<file path="src/rtl/txn_shrink.sv">
module txn_shrink #(
  parameter int ADDR_W = 32,
  parameter int LANES  = 32,
  parameter int BYTES  = 128
) (
  input  logic              clk,
  input  logic              rst_n,
  input  logic              in_valid,
  output logic              in_ready,
  input  logic [ADDR_W-1:0] in_addr,
  input  logic [1:0]        in_seg,
  input  logic [3:0]        in_chunks,
  input  logic [LANES-1:0]  in_lanes,
  input  logic [BYTES-1:0]  in_bytes,
  output logic              out_valid,
  input  logic              out_ready,
  output logic [ADDR_W-1:0] out_addr,
  output logic [1:0]        out_size,
  output logic [LANES-1:0]  out_lanes,
  output logic [BYTES-1:0]  out_bytes,
  output logic              out_err
);
  localparam logic [1:0] SZ32  = 2'd0;
  localparam logic [1:0] SZ64  = 2'd1;
  localparam logic [1:0] SZ128 = 2'd2;
  localparam logic [ADDR_W-1:0] HALF_OFS  = ADDR_W'(64);
  localparam logic [ADDR_W-1:0] CHUNK_OFS = ADDR_W'(32);

  logic              lo_used, hi_used, misalign, take;
  logic [1:0]        pair, mid_size, red_size;
  logic [ADDR_W-1:0] mid_addr, red_addr;

  assign lo_used  = |in_chunks[1:0];
  assign hi_used  = |in_chunks[3:2];
  assign in_ready = !out_valid || out_ready;
  assign take     = in_valid && in_ready;

  always_comb begin
    mid_size = in_seg;
    mid_addr = in_addr;
    pair     = in_addr[6] ? in_chunks[3:2] : in_chunks[1:0];
    if (in_seg == SZ128) begin
      if (lo_used && !hi_used) begin
        mid_size = SZ64;
        pair     = in_chunks[1:0];
      end else if (hi_used && !lo_used) begin
        mid_size = SZ64;
        mid_addr = in_addr + HALF_OFS;
        pair     = in_chunks[3:2];
      end
    end
  end

  always_comb begin
    red_size = mid_size;
    red_addr = mid_addr;
    if (mid_size == SZ64) begin
      if (pair == 2'b01) begin
        red_size = SZ32;
      end else if (pair == 2'b10) begin
        red_size = SZ32;
        red_addr = mid_addr + CHUNK_OFS;
      end
    end
  end

  always_comb begin
    case (in_seg)
      SZ32:    misalign = |in_addr[4:0];
      SZ64:    misalign = |in_addr[5:0];
      SZ128:   misalign = |in_addr[6:0];
      default: misalign = 1'b1;
    endcase
  end

  always_ff @(posedge clk) begin
    if (!rst_n) begin
      out_valid <= 1'b0;
      out_addr  <= '0;
      out_size  <= SZ32;
      out_lanes <= '0;
      out_bytes <= '0;
      out_err   <= 1'b0;
    end else if (in_ready) begin
      out_valid <= in_valid;
      if (take) begin
        out_addr  <= red_addr;
        out_size  <= red_size;
        out_lanes <= in_lanes;
        out_bytes <= in_bytes;
        out_err   <= misalign || (in_chunks == 4'b0000);
      end
    end
  end
endmodule

</file>
<file path="config.mk">
export PLATFORM = sky130hd
export DESIGN_NAME = txn_shrink
export DESIGN_NICKNAME = d
export VERILOG_FILES = /design/src/rtl/txn_shrink.sv
export SDC_FILE = /design/constraint.sdc
export NUM_CORES = 1
export LEC_CHECK = 0
export BUFFER_PORTS_ARGS = -buffer_cell sky130_fd_sc_hd__buf_2
export CORE_MARGIN = 2
export CORE_UTILIZATION = 39
export CTS_BUF_LIST = sky130_fd_sc_hd__clkbuf_2
export CTS_CLUSTER_SIZE = 25
export DETAILED_ROUTE_END_ITERATION = 10
export GPL_ROUTABILITY_DRIVEN = 0
export PLACE_DENSITY = 0.69
export SLEW_MARGIN = 20
export SYNTH_ARGS = -nofsm -noshare
export SYNTH_HDL_FRONTEND = slang
export SYNTH_SLANG_ARGS = --single-unit
</file>
<file path="constraint.sdc">
create_clock -name clk -period 3.6 [get_ports clk]
set_clock_uncertainty 0.1 [all_clocks]
set_input_delay 0.54 -clock clk [delete_from_list [all_inputs] [get_ports clk]]
set_output_delay 0.54 -clock clk [all_outputs]
set_load 0.02 [all_outputs]
</file>
# == Word level (Yosys, flattened, before mapping) ==
# Index checks and enable logic that the tools add are counted.
# op_classes
add_sub_neg,2
n_eq_ne,5
muxes,17
n_reduce_logical,16
# op_table
op,count
2-to-1 mux 32 bit,6
adder 32 x 6 -> 32 bit (second input constant),1
adder 32 x 7 -> 32 bit (second input constant),1
2-to-1 mux 2 bit,10
OR reduction 7 bit,1
equality test 2 x 1 -> 1 bit (second input constant),3
OR reduction 6 bit,1
OR reduction 5 bit,1
equality test 2 bit (second input constant),2
zero test 4 bit,1
OR reduction 2 bit,2
logical AND 1 bit,3
zero test 1 bit,3
case mux 1 bit (3 select lines),1
zero test 2 bit,1
logical OR 1 bit,2
AND reduction 2 bit,1
# word_totals
regBits,196
input_bits,202

# == Logic depth before layout (Yosys ltp) ==
# Gate-level depths: netlist (run 1).
# depth
depth_word,10
ltp_mapped,14
depth_no_buf,10

# == Least setup slack after synthesis (run 1) ==
# OpenSTA, ideal clock, no wires.
# synth_path
kind,input -> register
startpoint,in in_chunks[0]
endpoint,reg out_addr[22]
t_arrival_ns,3.493
setup_slack_ns,-0.055
stages,9
n_path_buf,2
cell_sequence,buf_2 or4b_1 buf_2 or4_4 or3_1 a222oi_1 nand3_2 or4_1 nand3_1
# synth_between
elab_chain_len,10
elab_cells_between_ends,21
# synth_rtl
item,line_no,text
from (decl),12,"input logic [3:0] in_chunks,"
OR reduction 2 bit,33,assign lo_used = |in_chunks[1:0];
zero test 1 bit,46,end else if (hi_used && !lo_used) begin
logical AND 1 bit,46,
2-to-1 mux 32 bit / 2-to-1 mux 2 bit (equally long branches),46,
2-to-1 mux 32 bit / 2-to-1 mux 2 bit (equally long branches),43,if (lo_used && !hi_used) begin
2-to-1 mux 32 bit / 2-to-1 mux 2 bit (equally long branches),42,if (in_seg == SZ128) begin
adder 32 x 6 -> 32 bit / equality test 2 bit (equally long branches),"62, 60",
2-to-1 mux 32 bit,60,end else if (pair == 2'b10) begin
2-to-1 mux 32 bit,58,if (pair == 2'b01) begin
2-to-1 mux 32 bit (*),57,if (mid_size == SZ64) begin
to (signal assigned),87,out_addr <= red_addr;
to (decl),17,"output logic [ADDR_W-1:0] out_addr,"
# Mark *: on every way between the ends. The rest lies on a longest branch, timed or not.
# A chain may end at the register's enable or synchronous reset.

# == Final worst setup path (run 1) ==
# layout_path
startpoint,in in_seg[0]
endpoint,reg out_addr[20]
# layout_between
elab_chain_len,6
elab_cells_between_ends,13
# layout_rtl
item,line_no,text
from (decl),11,"input logic [1:0] in_seg,"
equality test 2 bit,42,
2-to-1 mux 32 bit / 2-to-1 mux 2 bit (equally long branches),42,
adder 32 x 6 -> 32 bit / equality test 2 bit (equally long branches),"62, 60",
2-to-1 mux 32 bit,60,
2-to-1 mux 32 bit,58,
2-to-1 mux 32 bit (*),57,
# Marked as above.

==> results of run 1 <==
[worst max-delay path: stages]
cell and delay (ns):
buf_2 0.10, dlygate4sd3_1 0.55, buf_4 0.16, nor4b_2 0.29
buf_4 0.21, nand3_1 0.13, or4_1 0.46, a222oi_1 0.24
buf_4 0.19, nand3_2 0.14, or4_1 0.55, o211ai_1 0.09
dlygate4sd3_1 0.56
[flip-flops by register name, summed over array words and instances (netlist names)]
signal,count
out_bytes,128
out_lanes,32
out_size,2
out_err,1
out_addr,32
out_valid,1
[through the flow]
stage               setup WS [ns]  cell area (um2)  TNS [ns]  power, mW  std cells
finish                     0.0170            13300         0       4.60       1952
global route              -0.0328            13300   -0.0328       4.81       1952
CTS                         0.116            13200         0       4.62       1951
detailed placement         0.0152            11200         0       3.30       1744
global placement            0.105            11200         0       3.29       1744
floorplan                 0.00651             8980         0       2.92       1123
[metal layers]
metal	part of all wire	vias up	wire length (um)	global-route usage
met5	0	-	0	0
met4	0.041	0	1310	0.113
met3	0.058	91	1870	0.0561
met2	0.50	381	16000	0.445
met1	0.40	4636	12700	0.286
li1	-	4887	-	-
[worst max path at each step]
stage	end	slack, ns	cells after the start
6_report	out_addr[20]	0.02	13
5_1_grt	out_addr[20]	-0.03	12
4_1_cts	out_addr[20]	0.12	13
3_5_place_dp	out_addr[27]	0.02	9
3_3_place_gp	out_addr[27]	0.11	9
2_1_floorplan	out_addr[20]	0.007	9
[final cells by class]
type	count	area share
Clock buffer	17	0.00642
Timing Repair Buffer	601	0.301
Clock inverter	15	0.0134
Sequential cell	196	0.296
Tap cell	285	0.0269
Antenna cell	1	0.000189
Inverter	6	0.00170
Multi-Input combinational cell	831	0.354
[kinds of logic (layout without fill, tap and decap cells)]
| group | count (synthesis) | count (layout) | synth area share |
|---|---|---|---|
| other cells | 0 | 1 | 0 |
| simple gates | 528 | 528 | 0.266 |
| buf+inv | 96 | 639 | 0.0417 |
| flops | 196 | 196 | 0.437 |
| xor+xnor | 35 | 35 | 0.0342 |
| fa+ha+maj | 2 | 2 | 0.00279 |
| compound gates | 261 | 261 | 0.213 |
| mux | 5 | 5 | 0.00572 |
[report_power, final]
part / leakage (nW) / switching (mW) / internal [mW]
Clock: 0.155 / 0.910 / 0.246
Sequential: 1.61 / 0.0632 / 2.31
Combinational: 4.20 / 0.611 / 0.455
[cells in the final DEF (no fill, tap or decap), types with 13 or more instances in the layout]
master         instances
dlygate4sd3_1        175
a21boi_0             168
and2_1                13
buf_4                 26
nand3_1               33
xor2_1                13
dfxtp_1              196
clkbuf_2              17
buf_2                397
nor2_1                17
nand2_1              368
xnor2_1               22
o21ai_0               24
nand4_1               20
[repair_timing]
action / 4_1_cts / 5_1_grt
setup endpoints to repair: 0 / 2
resized for setup: 0 / 3
hold buffers: 175 / 0
endpoints found under the hold margin: 176 / 0
==> results.md, run 1 <==
* Ports at 399
* Slew at the pin with the worst max-slew slack at 0.908 ns
* DP HPWL at 21.2 mm
* Pins over their slew limit at 0
* WL per Instance at 16.4 um
* Final hold slack at 0.104 ns
* Biggest area consumer among synthesized cells: dfxtp_1
* Syn Inst Count at 1123
* Run status: finished clean
* Fmax at 0.279 GHz
* Hold EP: out_addr[15]
* Count of final hold-check violations at 0
* Drt pass-1 iters at 5
* Port Buf Inserts at 398
* Post-synth top cells: nand2_1 (369), dfxtp_1 (196), a21boi_0 (168), clkbuf_1 (74), nand3_1 (33)
* Fill cells at 2000
* Startpoint types: primary input
* Share of cells above drive strength 1 at 0.283
* Hold_sp: in_addr[15]
* FF+latch area at 0.00392 mm2
* Post-route ant nets at 0
* Die height at 156 um
* Critical path class: primary input to flop
* Final Cycle Share at 0.995
* Max_slew headroom at 0.395
* Synth-to-layout area growth at 47.7%
* GRT Util Overall at 0.250
* PwrDens at 347 mW/mm2
* Crit path launch: in_seg[0]
* Clk buf depth at 2
* Initial antenna violation count at 1
* Top-count cell post-synth: nand2_1
* Worst setup EP type: flop
* CTS tree: built
* Worst endpoint data arrival time at 4.21 ns
* Netlist cell types at 64
* Area of the core at 0.0226 mm2
* Post-synth EDFFs at 0
* Multi-input gate area at 0.00469 mm2
* R2R setup slack at 0.93 ns
* Hold Path Cell Cnt at 4
* Post-CTS setup buffer count at 0
* Num CTS Buffers at 17
* Max cap viols at 0
* Leak at 5.97 nW
* Maximum level of the CTS H-tree at 4
* Async SR Flop Fraction at 0
* Post-layout nets at 1857
* VDD IR max at 254 uV
* Die area at 0.0242 mm2
* Worst reg-to-reg path cell count at 6
* Largest net degree at the start of global routing at 177
* FF-to-FF Start: out_valid
* Die Width at 156 um
* Wirelength, routed at 31.9 mm
* Min cycle time layout at 3.58 ns
* Root Driver: clkbuf_2
* RSZ-0062 raised after global routing: yes
* Worst EP required at 4.23 ns
* Final Setup Violations at 0
* Mapped Nets at 1327
* Vias per cell at 5.12
* HP Class: primary input to flop
* Clk Latency, worst-skew pair at 0.73 ns
* Initial Utilization at 0.396
* Synthesized area at 0.00897 mm2
* First-pass GRT wire length at 48.7 mm
* Worst-path clk slew at 0.32 ns
* CTS Sinks at 196
* Top cell type's share of synthesized area at 0.437
* Total gr overflow at 0
* Dominant register cell in the synthesized netlist: dfxtp_1
* Row count at 55
* Seq/Total Area, Yosys at 0.437
* Final core occ at 0.585
* Worst reg2reg path endpoint: out_addr[20]
* Vias in the first global route at 9545
* DR DRC count at 0
* Post-Syn Area per Cell at 7.99 um2
* Synth area leaders: dfxtp_1 (44%), nand2_1 (15%), a21boi_0 (14%), clkbuf_1 (3.1%), xnor2_1 (2.1%)
* CP max FO at 10
* Ys Warns at 0
* DRT iter0 DRCs at 771
* Via Count at 9995
* Synthesized flop and latch total at 196
Note: power is estimated with default switching activity, not from simulation.
==> run 2: changes to the inputs <==
- CTS_BUF_LIST: sky130_fd_sc_hd__clkbuf_2 -> sky130_fd_sc_hd__clkbuf_8
==> run 2 against run 1 <==
Net effect: routed wire length is 10% lower; global-route usage shrank 2.5 points; die area stayed put; combinational power fell by 17%; register-to-register slack better by 0.54 ns; sequential share of layout area grew 4.1 points; via count is 9.1% lower; design area is 12% lower; hold slack gained 0.089 ns; count of clock-buffer cells in the layout up 1; clock power increased by 29%; flip-flop and latch count did not move; critical path type unchanged.
==> results.md, run 2 (synthesis gave the netlist of run 1 again) <==
* Run status: finished clean
* Largest net degree at the start of global routing at 177
* Die height at 156 um
* Final hold slack at 0.193 ns
* Area of the core at 0.0226 mm2
* CP max stage delay at 0.60 ns
* PwrDens at 408 mW/mm2
* Slew at the pin with the worst max-slew slack at 0.834 ns
* Row count at 55
* Leak at 5.29 nW
* Startpoint types: primary input
* CTS Sinks at 196
* Worst EP required at 3.85 ns
* Most frequent cells in the layout: buf_2 (397), nand2_1 (368), dfxtp_1 (196)
* Hold EP: out_bytes[29]
* Share of cells above drive strength 1 at 0.316
* Initial Utilization at 0.396
* CP max FO at 13
* Post-CTS setup buffer count at 0
* Post-layout nets at 1682
* Crit-path leading delay family: simple AND/OR/NAND/NOR gates
* Drt pass-1 iters at 5
* CTS tree: built
* Fmax at 0.315 GHz
* Count of final hold-check violations at 0
* Critical path class: primary input to flop
* Die area at 0.0242 mm2
* Clk buf depth at 2
* VDD IR max at 214 uV
* TNS Setup at 0 ns
* Crit path buffers/inverters at 2
* Die Width at 156 um
* Max reg flops at 128
* First-pass GRT wire length at 43.6 mm
* Maximum level of the CTS H-tree at 4
* Biggest register: out_bytes
* FF-to-FF Start: out_valid
* DRT iter0 DRCs at 775
* RSZ-0062 raised after global routing: no
* Min cycle time layout at 3.18 ns
* R2R setup slack at 1.47 ns
* Total gr overflow at 0
* Slowest CP cell: or4b_1
* Regs by FF count: out_bytes x128, out_addr x32, out_lanes x32
* WL per Instance at 16.2 um
* Max cap viols at 0
* Pins over their slew limit at 0
* Final Cycle Share at 0.883
* Worst reg2reg path endpoint: out_addr[22]
* Ant. Diodes at 0
* HP Class: primary input to flop
* Initial antenna violation count at 0
* Vias per cell at 5.11
* Root Driver: clkbuf_8
* Hold-fix buffers at CTS at 0
* Worst endpoint data arrival time at 3.42 ns
* Final Setup Violations at 0
* Ports at 399
* Vias in the first global route at 8161
* Port Buf Inserts at 398
* Worst setup EP type: flop
* Post-route ant nets at 0
* Worst reg-to-reg path cell count at 5
* FF+latch area at 0.00392 mm2
* Wirelength, routed at 28.7 mm
* GRT Util Overall at 0.225
* Fill cells at 2254
* DP HPWL at 21.2 mm
* Multi-input gate area at 0.00468 mm2
* Commonest non-fill, non-tap cell in the layout: buf_2
* Hold Path Cell Cnt at 3
* Cell breakdown of the critical path: buf_2 -> or4b_1 -> or4_4 -> buf_4 -> nor3_1 -> mux2i_1 -> and4_1 -> a311o_1 -> o211ai_1
* Worst-path clk slew at 0.13 ns
* Num CTS Buffers at 17
* Hold_sp: in_bytes[29]
* Synth-to-layout area growth at 29.9%
* Via Count at 9081
* DR DRC count at 0
* Resized cells post-CTS at 0
* Clk Latency, worst-skew pair at 0.45 ns
* Max_slew headroom at 0.444
-- run 2: power by group --
group | internal (mW) | leakage, nW | switching, mW
Sequential | 2.30 | 1.61 | 0.0604
Combinational | 0.330 | 3.46 | 0.563
Clock | 0.558 | 0.212 | 0.937
-- run 2: area by class of cell --
cell class,count,area share
multi-input combinational,831,0.402
sequential,196,0.337
tap,285,0.0306
timing repair buffer,426,0.192
clock inverter,14,0.0149
clock buffer,18,0.0213
inverter,6,0.00193
-- run 2: worst min-delay path, delay by kind of cell --
kind	cells	cell delay, ns
compound gates	1	0.06
buf+inv	1	0.09
simple gates	1	0.04
-- run 2: how the worst max path moves through the flow --
stage	startpoint	to	slack [ns]	depth (start not counted)
floorplan	in_chunks[0]	out_addr[20]	0.007	9
global placement	in_chunks[0]	out_addr[27]	0.11	9
detailed placement	in_chunks[0]	out_addr[27]	0.02	9
CTS	in_chunks[0]	out_addr[27]	0.53	9
global route	in_chunks[0]	out_addr[27]	0.29	9
finish	in_chunks[0]	out_addr[27]	0.42	9
-- run 2: per-layer routing --
layer,part of all wire,routed length [um],track usage,vias up
li1,-,-,-,4532
met1,0.42,12000,0.279,4205
met2,0.49,14200,0.387,297
met3,0.058,1660,0.0453,47
met4,0.029,828,0.0813,0
met5,0,0,0,-
-- run 2: through the flow --
stage / worst slack (ns) / std cells / cell area (um2) / util / total power, mW
after floorplan: 0.00651 / 1123 / 8980 / - / 2.92
after global placement: 0.105 / 1744 / 11200 / 0.496 / 3.29
after detailed placement: 0.0152 / 1744 / 11200 / 0.496 / 3.30
after CTS: 0.528 / 1776 / 11600 / 0.515 / 4.80
after global routing: 0.290 / 1776 / 11600 / 0.515 / 4.97
final: 0.422 / 1776 / 11600 / 0.515 / 4.75
